[config.mk]
export PLATFORM = sky130hd
export DESIGN_NAME = ecnt_array
export DESIGN_NICKNAME = d
export VERILOG_FILES = /design/src/rtl/ecnt_pkg.sv /design/src/rtl/ecnt_update.sv /design/src/rtl/ecnt_store.sv /design/src/rtl/ecnt_out.sv /design/src/rtl/ecnt_array.sv
export SDC_FILE = /design/constraint.sdc
export NUM_CORES = 1
export LEC_CHECK = 0
export ABC_AREA = 1
export BUFFER_PORTS_ARGS = -buffer_cell sky130_fd_sc_hd__buf_2
export CAP_MARGIN = 40
export CORE_ASPECT_RATIO = 2
export CORE_MARGIN = 3
export CORE_UTILIZATION = 62
export CTS_CLUSTER_DIAMETER = 40
export DETAILED_ROUTE_END_ITERATION = 8
export HOLD_SLACK_MARGIN = 0.15
export PLACE_DENSITY = 0.85
export SLEW_MARGIN = 20
export SYNTH_ARGS = -nofsm -noshare
export SYNTH_HDL_FRONTEND = slang
export SYNTH_SLANG_ARGS = --single-unit
[constraint.sdc]
create_clock -name clk_i -period 2.3 [get_ports clk_i]
set_clock_uncertainty 0.1 [all_clocks]
set_input_delay 0.345 -clock clk_i [delete_from_list [all_inputs] [get_ports clk_i]]
set_output_delay 0.345 -clock clk_i [all_outputs]
set_load 0.02 [all_outputs]
[src/rtl/ecnt_pkg.sv]
package ecnt_pkg;
  typedef enum logic [2:0] {
    EV_ALLOC = 3'd0,
    EV_OPEN  = 3'd1,
    EV_CLOSE = 3'd2,
    EV_DISC  = 3'd3,
    EV_COVER = 3'd4
  } ev_kind_e;
endpackage

[src/rtl/ecnt_update.sv]
module ecnt_update
  import ecnt_pkg::*;
#(
  parameter int unsigned CNT_W = 4
) (
  input  logic [2:0]       kind_i,
  input  logic [CNT_W-1:0] cur_i,
  output logic [CNT_W-1:0] nxt_o,
  output logic             collapse_o,
  output logic             underflow_o
);
  localparam logic [CNT_W-1:0] CMAX = '1;
  localparam logic [CNT_W-1:0] CONE = {{(CNT_W-1){1'b0}}, 1'b1};

  logic frozen;
  assign frozen = (cur_i == CMAX);

  always_comb begin
    nxt_o       = cur_i;
    collapse_o  = 1'b0;
    underflow_o = 1'b0;
    case (kind_i)
      EV_ALLOC: nxt_o = '0;
      EV_OPEN: begin
        if (!frozen) nxt_o = cur_i + CONE;
      end
      EV_CLOSE: begin
        if (!frozen) begin
          if (cur_i == '0) begin
            underflow_o = 1'b1;
          end else begin
            nxt_o      = cur_i - CONE;
            collapse_o = (cur_i == CONE);
          end
        end
      end
      EV_DISC: nxt_o = CMAX;
      EV_COVER: begin
        nxt_o      = '0;
        collapse_o = 1'b1;
      end
      default: nxt_o = cur_i;  // reserved codes
    endcase
  end
endmodule

[src/rtl/ecnt_store.sv]
module ecnt_store #(
  parameter int unsigned NUM_SLOTS = 16,
  parameter int unsigned CNT_W     = 4,
  parameter int unsigned SLOT_W    = 4
) (
  input  logic              clk_i,
  input  logic              rst_ni,
  input  logic [SLOT_W-1:0] rd_slot_i,
  output logic [CNT_W-1:0]  rd_data_o,
  input  logic              we_i,
  input  logic [SLOT_W-1:0] wr_slot_i,
  input  logic [CNT_W-1:0]  wr_data_i
);
  logic [CNT_W-1:0] cnt_q [NUM_SLOTS];

  for (genvar g = 0; g < NUM_SLOTS; g++) begin : g_slot
    always_ff @(posedge clk_i or negedge rst_ni) begin
      if (!rst_ni) begin
        cnt_q[g] <= '0;
      end else if (we_i && (wr_slot_i == SLOT_W'(g))) begin
        cnt_q[g] <= wr_data_i;
      end
    end
  end

  always_comb begin
    rd_data_o = '0;
    for (int i = 0; i < NUM_SLOTS; i++) begin
      if (rd_slot_i == SLOT_W'(i)) rd_data_o = cnt_q[i];
    end
  end
endmodule

[src/rtl/ecnt_out.sv]
module ecnt_out #(
  parameter int unsigned SLOT_W = 4
) (
  input  logic              clk_i,
  input  logic              rst_ni,
  input  logic              vld_i,
  input  logic [SLOT_W-1:0] slot_i,
  input  logic              collapse_i,
  input  logic              underflow_i,
  output logic              collapse_o,
  output logic [SLOT_W-1:0] slot_o,
  output logic              underflow_o
);
  always_ff @(posedge clk_i or negedge rst_ni) begin
    if (!rst_ni) begin
      collapse_o  <= 1'b0;
      underflow_o <= 1'b0;
      slot_o      <= '0;
    end else begin
      collapse_o  <= vld_i && collapse_i;
      underflow_o <= vld_i && underflow_i;
      if (vld_i) slot_o <= slot_i;
    end
  end
endmodule

[src/rtl/ecnt_array.sv]
module ecnt_array #(
  parameter int unsigned NUM_SLOTS = 16,
  parameter int unsigned CNT_W     = 4,
  localparam int unsigned SLOT_W   = (NUM_SLOTS > 1) ? $clog2(NUM_SLOTS) : 1
) (
  input  logic              clk_i,
  input  logic              rst_ni,
  input  logic              ev_valid_i,
  input  logic [SLOT_W-1:0] ev_slot_i,
  input  logic [2:0]        ev_kind_i,
  output logic              collapse_o,
  output logic [SLOT_W-1:0] collapse_slot_o,
  output logic              underflow_o
);
  logic              s1_vld;
  logic [SLOT_W-1:0] s1_slot;
  logic [2:0]        s1_kind;
  logic [CNT_W-1:0]  s1_cur;

  logic [CNT_W-1:0]  store_rd;
  logic [CNT_W-1:0]  upd_nxt;
  logic              upd_col;
  logic              upd_unf;
  logic              fwd_hit;
  logic [CNT_W-1:0]  cur_in;

  ecnt_store #(
    .NUM_SLOTS(NUM_SLOTS),
    .CNT_W    (CNT_W),
    .SLOT_W   (SLOT_W)
  ) u_store (
    .clk_i    (clk_i),
    .rst_ni   (rst_ni),
    .rd_slot_i(ev_slot_i),
    .rd_data_o(store_rd),
    .we_i     (s1_vld),
    .wr_slot_i(s1_slot),
    .wr_data_i(upd_nxt)
  );

  // write-back of the event in flight lands one edge late; bypass it
  assign fwd_hit = s1_vld && (s1_slot == ev_slot_i);
  assign cur_in  = fwd_hit ? upd_nxt : store_rd;

  always_ff @(posedge clk_i or negedge rst_ni) begin
    if (!rst_ni) begin
      s1_vld  <= 1'b0;
      s1_slot <= '0;
      s1_kind <= '0;
      s1_cur  <= '0;
    end else begin
      s1_vld <= ev_valid_i;
      if (ev_valid_i) begin
        s1_slot <= ev_slot_i;
        s1_kind <= ev_kind_i;
        s1_cur  <= cur_in;
      end
    end
  end

  ecnt_update #(
    .CNT_W(CNT_W)
  ) u_update (
    .kind_i     (s1_kind),
    .cur_i      (s1_cur),
    .nxt_o      (upd_nxt),
    .collapse_o (upd_col),
    .underflow_o(upd_unf)
  );

  ecnt_out #(
    .SLOT_W(SLOT_W)
  ) u_out (
    .clk_i      (clk_i),
    .rst_ni     (rst_ni),
    .vld_i      (s1_vld),
    .slot_i     (s1_slot),
    .collapse_i (upd_col),
    .underflow_i(upd_unf),
    .collapse_o (collapse_o),
    .slot_o     (collapse_slot_o),
    .underflow_o(underflow_o)
  );
endmodule

==> impl_metrics.tcl <==
set metrics [dict create \
    cp_slowest_cell "dfrtp_1" \
    grt_max_degree 43 \
    area_growth_pct 12.73 \
    avgRoutedWirePerCell_um 15.57 \
    drv_cap 0 \
    cts.htree.levels 3 \
    min_path_cells 1 \
    rows 42 \
    nNetsFinal 572 \
    cts_buffers 9 \
    setup_viol 0 \
    cpLargestDelayFamily "flip-flops" \
    synth-main-ff-cell "dfrtp_1" \
    start_kind "flip-flop" \
    insertion_delay_ns 0.34 \
    synth_edf_count 0 \
    finish.utilization_pct 72.15 \
    r2r-end "u_store.cnt_q[12]$_DFFE_PN0P_" \
    leakage_nw 2.241 \
    final_cell_mix "nand2_1 (155), dfrtp_1 (82), nor2_1 (64)" \
    grt_usage_pct 28.34 \
    crit_top_cell "nand2_4" \
    place_ws_ns 0.1070 \
    clock_path_buffers 2 \
    async_flop_share_pct 100.0 \
    critPathCapture "u_store.cnt_q[12]$_DFFE_PN0P_" \
    clock-sinks 82 \
    synth-xor-area-share_pct 1.211 \
    yosys.area.top_type "dfrtp_1" \
    hold_class "input pin to flip-flop" \
    drive_above_1_share_pct 13.12 \
    fp.dieArea_um2 7923 \
    worst_slew_pin_slew_ns 0.5832 \
    r2r_cells 10 \
    final_area_um2 4777 \
    grt_pass1_vias 3674 \
    cp.arrival_ns 2.26 \
    cp_max_fo 13 \
    post_drt_via_cell_ratio 5.629 \
    hpwl_mm 7.184 \
    rsz0062_at_grt "no" \
    crit_buf_inv 3 \
    ys_types 38 \
    tritoncts "done" \
    criticalPathCategory "flip-flop to flip-flop" \
    fin_setup_tns_ns 0 \
    fmax_ghz 0.4667 \
    io_buffers 15 \
    antenna_found_initial 0 \
    ant_nets 0 \
    ir_worst_vdd_mv 0.7053 \
    synth-compound-area-share_pct 12.67 \
    fp.dieH_um 122.9 \
    max_stage_delay_ns 0.45 \
    final.min_clock_period_ns 2.143 \
    status "finished clean" \
    gp_congestion 0.8998 \
    synthAdderAreaFrac_pct 0.8857 \
    avgSynthCellArea_um2 7.936 \
    post_cts_buffers 0 \
    slew_violations 0 \
    crit_path_end_kind "flip-flop" \
    power.density_nw_per_um2 1027 \
    grt.overflow.total 0 \
    syn_nets 547 \
    yosysWarnings 0 \
    die_w_um 64.46 \
    synth_mux_area_share_pct 0.7972 \
    relSlewSlack_pct 60.98 \
    initial_core_util_pct 64.00 \
    synth_top_area_share_pct 48.42 \
    synth-seq-cells 82 \
    period_share_pct 93.17 \
    crit_cells 10 \
    netlist_area_um2 4238 \
    core_um2 6621 \
    wirelength_mm 10.15 \
    mostFrequentLayoutCell "nand2_1" \
    drc 0 \
    r2r_start "s1_cur[0]$_DFFE_PN0P_" \
    placed_cell_area_um2 4407 \
    vias 3670 \
    first_pass_iters 4 \
    path_clk_slew_ns 0.06 \
    cp.required_ns 2.42 \
    drt_iter0_drc 293 \
    cts_root_buffer "clkbuf_16" \
    yosys.area_share.simple_pct 28.14 \
    io_pins 16 \
    crit_chain "inv_1, ha_1, nand2_2, nand2_4, xor2_2, a22o_1, inv_2, nand2_4, inv_4, o21ai_0" \
    antenna_cells 0 \
    reg2reg_slack_ns 0.16 \
    synth_top_family_by_area "simple AND/OR/NAND/NOR gates" \
    postSynthCellCount 534 \
    grt_pass1_wl_mm 17.09 \
    hold_violations 0 \
    startpoint "s1_cur[0]$_DFFE_PN0P_" \
    synth_seq_area_share_pct 48.42 \
    synth.area.top_cells "dfrtp_1 (48%), nand2_1 (14%), nor2_1 (5.7%), inv_1 (5.3%), o21ai_0 (5.0%)" \
    fin_ws_ns 0.1572 \
]
==> state kept, by name, indices dropped and copies added (netlist names) <==
| signal | cells |
|---|---|
| u_out.collapse_o | 1 |
| s1_vld | 1 |
| u_store.cnt_q | 64 |
| s1_cur | 4 |
| u_out.slot_o | 4 |
| s1_kind | 3 |
| s1_slot | 4 |
| u_out.underflow_o | 1 |
==> cell usage after synthesis (2+ instances only) <==
cell and number:
nand2_1 155, dfrtp_1 82, nor2_1 64, inv_1 60
o21ai_0 42, nand3_1 29, a21oi_1 20, nand4_1 10
o21ai_1 10, o21ai_2 9, buf_6 4, inv_2 4
nor2_4 4, buf_2 3, ha_1 3, mux2_2 3
nand2_4 3, a21oi_4 2, nand2_2 2, nor2_2 2
nor3_1 2, nor3_2 2, o22ai_1 2, xnor2_1 2
xor2_1 2
==> worst register-to-register path, stage by stage (launching register included) <==
cell and delay (ns):
dfrtp_1 0.45, inv_1 0.16, ha_1 0.28, nand2_2 0.15, nand2_4 0.07, xor2_2 0.14
a22o_1 0.19, inv_2 0.06, nand2_4 0.09, inv_4 0.22, o21ai_0 0.12
==> kinds of logic after synthesis <==
group,after synthesis
and+or+nand+nor,276
AOI/OAI and AO/OA,90
DFF,82
buffers and inverters,75
xor gates and xnor gates,5
muxes,3
adders and majority gates,3
==> cell type report <==
class	instances	area [um2]
sequential	82	2052
multi-input combinational	377	1859
fill	508	1844
inverter	66	250.2
clock buffer	10	239.0
timing repair buffer	23	152.6
clock inverter	6	113.9
tap	88	110.1
==> metal layers <==
metal | global-route usage [%] | up-vias | routed length [um]
met3 | 6.455 | 46 | 487
met4 | 15.63 | 0 | 470
li1 | - | 1758 | -
met1 | 31.46 | 1733 | 3803
met5 | 0 | - | 0
met2 | 49.48 | 133 | 5392
==> power breakdown <==
part / internal [W] / switching (W) / total, W
Clock: 0.00109 / 0.000574 / 0.00167
Sequential: 0.00187 / 0.000275 / 0.00215
Combinational: 0.000397 / 0.000699 / 0.00110
==> through the flow <==
| step | std cells | power [W] | hold WS (ns) |
|---|---|---|---|
| 6_report | 652 | 0.004908 | 0.1662 |
| 5_1_grt | 652 | 0.005180 | 0.1717 |
| 4_1_cts | 652 | 0.004909 | 0.1598 |
| 3_5_place_dp | 635 | 0.003221 | 0.2558 |
| 3_3_place_gp | 635 | 0.003151 | 0.2476 |
| 2_1_floorplan | 534 | 0.002921 | -0.05059 |
==> how the worst min path moves through the flow <==
| stage | from | end | slack [ns] |
|---|---|---|---|
| global placement | rst_ni | u_store.cnt_q[57]$_DFFE_PN0P_ | 0.25 |
| global route | ev_valid_i | s1_vld$_DFF_PN0_ | 0.17 |
| detailed placement | rst_ni | u_store.cnt_q[57]$_DFFE_PN0P_ | 0.26 |
| floorplan | rst_ni | s1_cur[0]$_DFFE_PN0P_ | -0.05 |
| finish | ev_valid_i | s1_vld$_DFF_PN0_ | 0.17 |
| CTS | ev_valid_i | s1_vld$_DFF_PN0_ | 0.16 |
==> timing repair <==
item / CTS / global route
hold endpoints to repair: 40 / 0
resized for setup: 0 / 1
hold buffers: 1 / 0
setup endpoints to repair: 0 / 8
Power figures use the tool's default switching activity.
